## config.mk

```make
export PLATFORM = sky130hd
export DESIGN_NAME = adc_scan_seq
export DESIGN_NICKNAME = d
export VERILOG_FILES = /design/src/rtl/adc_scan_pkg.sv /design/src/rtl/scan_next_chan.sv /design/src/rtl/scan_dwell_timer.sv /design/src/rtl/scan_trig_ctrl.sv /design/src/rtl/adc_scan_seq.sv
export SDC_FILE = /design/constraint.sdc
export NUM_CORES = 1
export LEC_CHECK = 0
export ABC_CLOCK_PERIOD_IN_PS = 14600
export BUFFER_PORTS_ARGS = -buffer_cell sky130_fd_sc_hd__buf_4
export CAP_MARGIN = 20
export CORE_AREA = 2 2 133 135
export DETAILED_ROUTE_END_ITERATION = 10
export DIE_AREA = 0 0 135 137
export GPL_ROUTABILITY_DRIVEN = 0
export PLACE_DENSITY = 0.6
export SETUP_SLACK_MARGIN = 0.3
export SYNTH_ARGS = -nofsm -noshare
export SYNTH_HDL_FRONTEND = slang
export SYNTH_SLANG_ARGS = --single-unit
```

## constraint.sdc

```tcl
create_clock -name clk_i -period 14.6 [get_ports clk_i]
set_input_delay 0.73 -clock clk_i [delete_from_list [all_inputs] [get_ports clk_i]]
set_output_delay 0.73 -clock clk_i [all_outputs]
set_load 0.05 [all_outputs]
```

## src/rtl/adc_scan_pkg.sv

```systemverilog
package adc_scan_pkg;
  // config word field positions
  localparam int APT_SEL_LSB = 0;
  localparam int DIFF_BIT    = 2;
  localparam int PAIR_BIT    = 3;
  localparam int AVG_BIT     = 4;
  localparam int POS_LSB     = 8;

  localparam logic [1:0] TRG_FW    = 2'd0;
  localparam logic [1:0] TRG_EDGE  = 2'd1;
  localparam logic [1:0] TRG_LEVEL = 2'd2;

  typedef enum logic [1:0] {
    ST_IDLE   = 2'd0,
    ST_SAMPLE = 2'd1,
    ST_START  = 2'd2,
    ST_WAIT   = 2'd3
  } scan_st_e;
endpackage

```

## src/rtl/scan_next_chan.sv

```systemverilog
module scan_next_chan #(
  parameter int NCH = 16,
  localparam int CHW = $clog2(NCH)
) (
  input  logic [NCH-1:0] mask_i,
  input  logic [CHW:0]   from_i,
  output logic           found_o,
  output logic [CHW-1:0] idx_o
);
  // lowest enabled index at or above from_i
  always_comb begin
    found_o = 1'b0;
    idx_o   = '0;
    for (int i = NCH - 1; i >= 0; i--) begin
      if (mask_i[i] && ((CHW+1)'(i) >= from_i)) begin
        found_o = 1'b1;
        idx_o   = CHW'(i);
      end
    end
  end
endmodule

```

## src/rtl/scan_dwell_timer.sv

```systemverilog
module scan_dwell_timer #(
  parameter int W = 10
) (
  input  logic         clk_i,
  input  logic         rst_ni,
  input  logic         load_i,
  input  logic [W-1:0] val_i,
  input  logic         en_i,
  output logic         last_o
);
  logic [W-1:0] cnt_q;

  always_ff @(posedge clk_i or negedge rst_ni) begin
    if (!rst_ni)                   cnt_q <= '0;
    else if (load_i)               cnt_q <= val_i;
    else if (en_i && cnt_q != '0)  cnt_q <= cnt_q - 1'b1;
  end

  assign last_o = (cnt_q == W'(1));
endmodule

```

## src/rtl/scan_trig_ctrl.sv

```systemverilog
module scan_trig_ctrl
  import adc_scan_pkg::*;
(
  input  logic       clk_i,
  input  logic       rst_ni,
  input  logic [1:0] trig_mode_i,
  input  logic       fw_start_i,
  input  logic       fw_stop_i,
  input  logic       cont_i,
  input  logic       hw_trig_i,
  input  logic       busy_i,
  input  logic       scan_end_i,
  output logic       idle_go_o,
  output logic       restart_o,
  output logic       collision_o
);
  logic hw_q, pend_q, cont_q, coll_q;
  logic rise, lvl, evt, cont_live, clash;

  assign rise      = (trig_mode_i == TRG_EDGE) & hw_trig_i & ~hw_q;
  assign lvl       = (trig_mode_i == TRG_LEVEL) & hw_trig_i;
  assign evt       = fw_start_i | rise;
  assign cont_live = cont_q & ~fw_stop_i;
  // triggers during a one-shot scan collide; continuous mode swallows them
  assign clash     = busy_i & evt & ~cont_q;

  assign idle_go_o   = evt | lvl | cont_live;
  assign restart_o   = pend_q | cont_live | lvl | clash;
  assign collision_o = coll_q;

  always_ff @(posedge clk_i or negedge rst_ni) begin
    if (!rst_ni) begin
      hw_q   <= 1'b0;
      pend_q <= 1'b0;
      cont_q <= 1'b0;
      coll_q <= 1'b0;
    end else begin
      hw_q   <= hw_trig_i;
      coll_q <= clash;
      if (scan_end_i)  pend_q <= 1'b0;
      else if (clash)  pend_q <= 1'b1;
      if (fw_stop_i)                 cont_q <= 1'b0;
      else if (fw_start_i && cont_i) cont_q <= 1'b1;
    end
  end
endmodule

```

## src/rtl/adc_scan_seq.sv

```systemverilog
module adc_scan_seq
  import adc_scan_pkg::*;
#(
  parameter int NCH    = 16,
  parameter int APT_W  = 10,
  parameter int ADDR_W = 4,
  parameter int AVG_W  = 3,
  parameter int CFG_W  = 16,
  localparam int CHW   = $clog2(NCH)
) (
  input  logic                 clk_i,
  input  logic                 rst_ni,
  input  logic [NCH-1:0]       chan_en_i,
  input  logic [NCH*CFG_W-1:0] chan_cfg_i,
  input  logic [4*APT_W-1:0]   apt_time_i,
  input  logic [AVG_W-1:0]     avg_log2_i,
  input  logic                 avg_ilv_i,
  input  logic [1:0]           trig_mode_i,
  input  logic                 fw_start_i,
  input  logic                 fw_stop_i,
  input  logic                 cont_i,
  input  logic                 hw_trig_i,
  input  logic                 conv_done_i,
  output logic                 conv_start_o,
  output logic                 sample_o,
  output logic [CHW-1:0]       chan_o,
  output logic [ADDR_W-1:0]    pos_addr_o,
  output logic [ADDR_W-1:0]    neg_addr_o,
  output logic                 diff_o,
  output logic                 busy_o,
  output logic                 eos_o,
  output logic                 collision_o
);
  localparam int REP_W   = (1 << AVG_W) + 1;
  localparam int NEG_LSB = POS_LSB + ADDR_W;

  scan_st_e        st_q, st_d;
  logic [CHW-1:0]  chan_q, chan_d;
  logic [REP_W-1:0] rep_q, rep_d, reps_cur;
  logic            eos_q, eos_d, enter_sample;
  logic            first_found, nxt_found, last_rep, scan_end;
  logic [CHW-1:0]  first_idx, nxt_idx;
  logic            idle_go, restart, tmr_last;
  logic [CFG_W-1:0] cfg_cur, cfg_tgt;
  logic [APT_W-1:0] apt_raw, load_val;

  scan_next_chan #(.NCH(NCH)) u_first (
    .mask_i(chan_en_i), .from_i('0), .found_o(first_found), .idx_o(first_idx));

  scan_next_chan #(.NCH(NCH)) u_next (
    .mask_i(chan_en_i), .from_i({1'b0, chan_q} + 1'b1), .found_o(nxt_found), .idx_o(nxt_idx));

  assign cfg_cur  = chan_cfg_i[int'(chan_q)*CFG_W +: CFG_W];
  assign reps_cur = (cfg_cur[AVG_BIT] && !avg_ilv_i) ? (REP_W'(2) << avg_log2_i) : REP_W'(1);
  assign last_rep = (rep_q == reps_cur - 1'b1);
  assign scan_end = (st_q == ST_WAIT) && conv_done_i && last_rep && !nxt_found;

  scan_trig_ctrl u_trig (
    .clk_i, .rst_ni, .trig_mode_i, .fw_start_i, .fw_stop_i, .cont_i, .hw_trig_i,
    .busy_i(st_q != ST_IDLE), .scan_end_i(scan_end),
    .idle_go_o(idle_go), .restart_o(restart), .collision_o(collision_o));

  always_comb begin
    st_d         = st_q;
    chan_d       = chan_q;
    rep_d        = rep_q;
    eos_d        = 1'b0;
    enter_sample = 1'b0;
    unique case (st_q)
      ST_IDLE: if (idle_go) begin
        if (first_found) begin
          st_d = ST_SAMPLE; chan_d = first_idx; rep_d = '0; enter_sample = 1'b1;
        end else begin
          eos_d = 1'b1;
        end
      end
      ST_SAMPLE: if (tmr_last) st_d = ST_START;
      ST_START:  st_d = ST_WAIT;
      ST_WAIT: if (conv_done_i) begin
        if (!last_rep) begin
          rep_d = rep_q + 1'b1; st_d = ST_SAMPLE; enter_sample = 1'b1;
        end else if (nxt_found) begin
          chan_d = nxt_idx; rep_d = '0; st_d = ST_SAMPLE; enter_sample = 1'b1;
        end else begin
          eos_d = 1'b1;
          if (restart && first_found) begin
            chan_d = first_idx; rep_d = '0; st_d = ST_SAMPLE; enter_sample = 1'b1;
          end else begin
            st_d = ST_IDLE;
          end
        end
      end
      default: st_d = ST_IDLE;
    endcase
  end

  // aperture of the channel about to be sampled; 0 and 1 clamp to one cycle
  assign cfg_tgt  = chan_cfg_i[int'(chan_d)*CFG_W +: CFG_W];
  assign apt_raw  = apt_time_i[int'(cfg_tgt[APT_SEL_LSB +: 2])*APT_W +: APT_W];
  assign load_val = (apt_raw < APT_W'(2)) ? APT_W'(1) : apt_raw - 1'b1;

  scan_dwell_timer #(.W(APT_W)) u_tmr (
    .clk_i, .rst_ni, .load_i(enter_sample), .val_i(load_val),
    .en_i(st_q == ST_SAMPLE), .last_o(tmr_last));

  always_ff @(posedge clk_i or negedge rst_ni) begin
    if (!rst_ni) begin
      st_q   <= ST_IDLE;
      chan_q <= '0;
      rep_q  <= '0;
      eos_q  <= 1'b0;
    end else begin
      st_q   <= st_d;
      chan_q <= chan_d;
      rep_q  <= rep_d;
      eos_q  <= eos_d;
    end
  end

  assign conv_start_o = (st_q == ST_START);
  assign sample_o     = (st_q == ST_SAMPLE);
  assign busy_o       = (st_q != ST_IDLE);
  assign eos_o        = eos_q;
  assign chan_o       = chan_q;
  assign pos_addr_o   = cfg_cur[POS_LSB +: ADDR_W];
  assign diff_o       = cfg_cur[DIFF_BIT];
  always_comb begin
    if (!cfg_cur[DIFF_BIT])     neg_addr_o = '0;
    else if (cfg_cur[PAIR_BIT]) neg_addr_o = cfg_cur[POS_LSB +: ADDR_W] | ADDR_W'(1);
    else                        neg_addr_o = cfg_cur[NEG_LSB +: ADDR_W];
  end
endmodule

```

==> results.txt <==
----------------------------------------------------
[Global routing]
  Overall routing resource usage ... 22.5%
  Via count of the first global-routing pass ... 6037
  Wire length of the first global-routing pass ... 32600 um
  Number of antenna violations at the first check in global routing ... 2
  Maximum number of pins on one net before global-route repair ... 59
  Overflow after GRT ... 0

[Floorplanning]
  Row cnt ... 48
  Die width ... 135 um
  Vertical die dimension ... roughly 140 um
  Area of the core region ... around 17000 um^2
  IO Count ... 343
  Die area ... between 15000 and 20000 um^2
  Initial standard-cell utilization of the core ... 32.5%

[Power]
  Leakage ... 3.46 nW
  Net switching component of the power ... 546 uW
  Maximum ir drop on the vdd rail ... 0.0000988 V
  Power share of the sequential group ... 12.8%
  Pwr dens ... 138 nW/um^2
  Portion of total power attributed to the clock network ... 9.3%
  Fraction of power consumed by combinational cells ... 77.9%
  Cell-internal power ... ~560 uW
  Switching power as a share of total power ... 49.6%
  Total power ... 1.10 mW

[Drt]
  Remaining antenna violation count after routing ... 0
  Wire length per cell ... 19.5 um
  1st-iter DRT viols ... about 370
  Via count ... between 6000 and 7000
  Vias per cell ... 5.47
  Number of iterations in the first detailed-routing pass ... 4
  Remaining design rule violation count ... 0
  Final WL ... around 21000 um

[Yosys]
  Synth area leaders ... sky130_fd_sc_hd__mux4_2 (20%), sky130_fd_sc_hd__dfrtp_1 (14%), sky130_fd_sc_hd__mux2i_1 (10%), sky130_fd_sc_hd__nand2_1 (3.2%), sky130_fd_sc_hd__nor2_1 (2.9%)
  Distinct cells, synth ... 84
  Top cell type's share of synthesized area ... 20.3%
  EDFF count, synth ... 0
  Post-synthesis register bit count ... 30
  Sequential fraction of the synthesis area ... between 10% and 20%
  Area of the mapped netlist ... 5550 um^2
  Synth Net Count ... 935
  Mean area per synthesized cell ... 9.28 um^2
  Yosys warning count ... 0
  Synth Instances ... 598
  Post-synth top area cell ... sky130_fd_sc_hd__mux4_2
  Fraction of registers with async set/reset ... 100%
  Commonest register cell after synthesis ... sky130_fd_sc_hd__dfrtp_1

[Cells and area]
  Final std cells w/o fill ... between 1000 and 1500
  Share of post-route cells with drive strength above 1 ... 45.8%
  Most frequent cells in the layout ... sky130_fd_sc_hd__buf_4 (300), sky130_fd_sc_hd__mux2i_1 (57), sky130_fd_sc_hd__mux4_2 (50), sky130_fd_sc_hd__nand2_1 (48), sky130_fd_sc_hd__nor2_1 (43)
  Utilization of the core after routing ... 46.9%
  Area growth from synthesis to layout ... 44.1%
  Most frequent standard cell in the layout excluding fill and tap cells ... sky130_fd_sc_hd__buf_4
  Layout net count ... 1207

[STA]
  Final period demand of the worst path ... 6.34 ns
  Fin Hold WS ... between 0.3 and 0.4 ns
  Setup skew after layout ... 0.00420 ns
  Highest Clock Rate ... 0.158 GHz
  Count of final setup violators ... 0
  Final hold vios ... 0
  Setup repair after global routing missed its margin ... false
  Pins Over Slew Limit ... 0
  Worst-Margin Slew ... just under 0.9 ns
  Final sum of negative setup slack ... 0 ns
  Share of the cycle needed by the critical path after routing ... 43.4%
  Rel. slew slack ... 41.6%

[Min path]
  Hold crit path type ... in2async

[CTS]
  Number of setup buffers added after CTS ... 0
  Clock buffer depth ... 2
  Post-cts gate resize count ... 0
  Cts hold-fix bufs ... 0
  Clock root buffer ... sky130_fd_sc_hd__clkbuf_16
  # H-tree levels ... 2
  Worst-path clk slew ... 0.05 ns
  Sinks on Clock Net ... 30
  Worst skew pair latency ... 0.27 ns
  Clock tree from TritonCTS ... built
  Total clock buffers created by CTS ... 5

[Setup path]
  Worst path required time ... approximately 15 ns
  Crit path kind ... reg2reg
  Startpoint types ... flip-flop
  CP Data Arrival Time ... 6.45 ns
  Largest driver fanout on the critical path ... 58
  Category of the worst setup path capture point ... flip-flop

[Placed design]
  Count of port buffers added during placement ... about 290
  Detailed placer's ending HPWL ... 17800 um
  Post-placement cell count ... between 1000 and 1500

[Job]
  Max-cap violations ... 0

[Run status]
  Status ... finished clean

----------------------------------------------------
-- routing by layer --
layer  routed length [um]  GRT usage [%]  vias up
li1                     -              -     2897
met1                 9360           30.1     2824
met2                 9550           36.7      258
met3                 2070           6.15       30
met4                  390           4.69        0
met5                    0              0        -
-- path summary, 6_finish.rpt --
check,startpoint,to,slack (ns),cells past startpoint
worst max-delay path,chan_o[1],u_tmr.cnt_q[8],8.26,22
min in group clk_i,u_trig.cont_q,u_trig.cont_q,0.52,2
worst min register to register,u_trig.cont_q,u_trig.cont_q,0.52,2
worst min-delay path,rst_ni,u_trig.hw_q,0.38,1
max in group asynchronous,rst_ni,chan_o[0],13.89,1
worst max register to register,chan_o[1],u_tmr.cnt_q[8],8.26,22
-- cells by family (layout without fill, tap and decap cells) --
kind of cell               Yosys count  count (layout)  synth area share, %
muxes                              123             123                 33.9
AOI/OAI and AO/OA                  148             148                 20.1
xor gates and xnor gates            20              20                 3.16
DFF                                 30              30                 13.5
adders and majority gates           12              12                 2.71
and+or+nand+nor                    202             202                 20.3
buffers and inverters               63             336                 6.38
other                                0               2                    0
-- Yosys cell counts (3+ instances only) --
| library cell | number |
|---|---|
| sky130_fd_sc_hd__o221ai_1 | 3 |
| sky130_fd_sc_hd__nand4_1 | 9 |
| sky130_fd_sc_hd__a31oi_1 | 7 |
| sky130_fd_sc_hd__nand2_1 | 48 |
| sky130_fd_sc_hd__o21ai_0 | 22 |
| sky130_fd_sc_hd__o22ai_1 | 7 |
| sky130_fd_sc_hd__mux4_2 | 50 |
| sky130_fd_sc_hd__buf_6 | 8 |
| sky130_fd_sc_hd__o2bb2ai_1 | 3 |
| sky130_fd_sc_hd__nand3_1 | 19 |
| sky130_fd_sc_hd__and3_1 | 8 |
| sky130_fd_sc_hd__mux2i_1 | 57 |
| sky130_fd_sc_hd__o32ai_1 | 3 |
| sky130_fd_sc_hd__or4_1 | 4 |
| sky130_fd_sc_hd__xnor2_1 | 10 |
| sky130_fd_sc_hd__or3_1 | 3 |
| sky130_fd_sc_hd__o21a_1 | 7 |
| sky130_fd_sc_hd__o211ai_2 | 3 |
| sky130_fd_sc_hd__xor2_1 | 10 |
| sky130_fd_sc_hd__nor4_1 | 10 |
| sky130_fd_sc_hd__clkbuf_1 | 10 |
| sky130_fd_sc_hd__mux2_2 | 13 |
| sky130_fd_sc_hd__a21oi_1 | 23 |
| sky130_fd_sc_hd__ha_1 | 12 |
| sky130_fd_sc_hd__a221oi_1 | 3 |
| sky130_fd_sc_hd__nor4bb_1 | 3 |
| sky130_fd_sc_hd__o211ai_1 | 8 |
| sky130_fd_sc_hd__inv_1 | 25 |
| sky130_fd_sc_hd__nand2b_1 | 9 |
| sky130_fd_sc_hd__inv_2 | 3 |
| sky130_fd_sc_hd__a22o_1 | 5 |
| sky130_fd_sc_hd__a211o_1 | 3 |
| sky130_fd_sc_hd__buf_4 | 5 |
| sky130_fd_sc_hd__a22oi_1 | 6 |
| sky130_fd_sc_hd__dfrtp_1 | 30 |
| sky130_fd_sc_hd__buf_2 | 5 |
| sky130_fd_sc_hd__nor2b_1 | 9 |
| sky130_fd_sc_hd__a21o_1 | 4 |
| sky130_fd_sc_hd__buf_1 | 5 |
| sky130_fd_sc_hd__and2_1 | 6 |
| sky130_fd_sc_hd__nor3_1 | 10 |
| sky130_fd_sc_hd__nor2_1 | 43 |
| sky130_fd_sc_hd__o31ai_1 | 16 |
-- state kept, by name (all words and copies together) (netlist names) --
register and cells:
chan_o 4, eos_o 1, rep_q 9, st_q 2, u_tmr.cnt_q 10, u_trig.collision_o 1
u_trig.cont_q 1, u_trig.hw_q 1, u_trig.pend_q 1
-- layout make-up --
class | count | area [um^2]
Tap cell | 225 | 282
Inverter | 28 | 105
Clock inverter | 2 | 12.5
Multi-Input combinational cell | 505 | 4440
Antenna cell | 2 | 5.00
Timing Repair Buffer | 300 | 2250
Fill cell | 1713 | 9060
Clock buffer | 6 | 139
Sequential cell | 30 | 756
-- critical path, cell delays in order, from the launching register on --
cell and delay, ns:
sky130_fd_sc_hd__dfrtp_2 0.33, sky130_fd_sc_hd__buf_4 0.58, sky130_fd_sc_hd__ha_1 0.62, sky130_fd_sc_hd__nand2b_1 0.32, sky130_fd_sc_hd__mux2i_1 0.14, sky130_fd_sc_hd__a22o_1 0.31
sky130_fd_sc_hd__a22oi_1 0.34, sky130_fd_sc_hd__nand3_1 0.14, sky130_fd_sc_hd__a2111o_1 0.42, sky130_fd_sc_hd__o21ai_2 0.06, sky130_fd_sc_hd__buf_4 0.31, sky130_fd_sc_hd__mux2_2 0.37
sky130_fd_sc_hd__nor2_1 0.08, sky130_fd_sc_hd__a21oi_1 0.06, sky130_fd_sc_hd__a221oi_2 0.29, sky130_fd_sc_hd__buf_4 0.33, sky130_fd_sc_hd__mux2_1 0.37, sky130_fd_sc_hd__o21ai_2 0.23
sky130_fd_sc_hd__ha_1 0.23, sky130_fd_sc_hd__inv_1 0.08, sky130_fd_sc_hd__nor3_1 0.23, sky130_fd_sc_hd__xor2_1 0.17, sky130_fd_sc_hd__o22ai_1 0.10
-- metrics by stage --
stage	worst slack [ns]	instance area, um^2
after global routing	7.67	7990
final	8.26	7990
after CTS	8.21	7990
after detailed placement	8.22	7840
after global placement	8.24	7840
after floorplan	8.96	5550
-- power groups by stage --
stage | logic [mW] | clock network [mW] | registers, mW
after floorplan | 0.666 | 0 | 0.137
after global placement | 0.856 | 0 | 0.142
after detailed placement | 0.856 | 0 | 0.143
after CTS | 0.862 | 0.104 | 0.142
after global routing | 0.926 | 0.110 | 0.146
final | 0.859 | 0.102 | 0.141
Note: power is estimated with default switching activity, not from simulation.
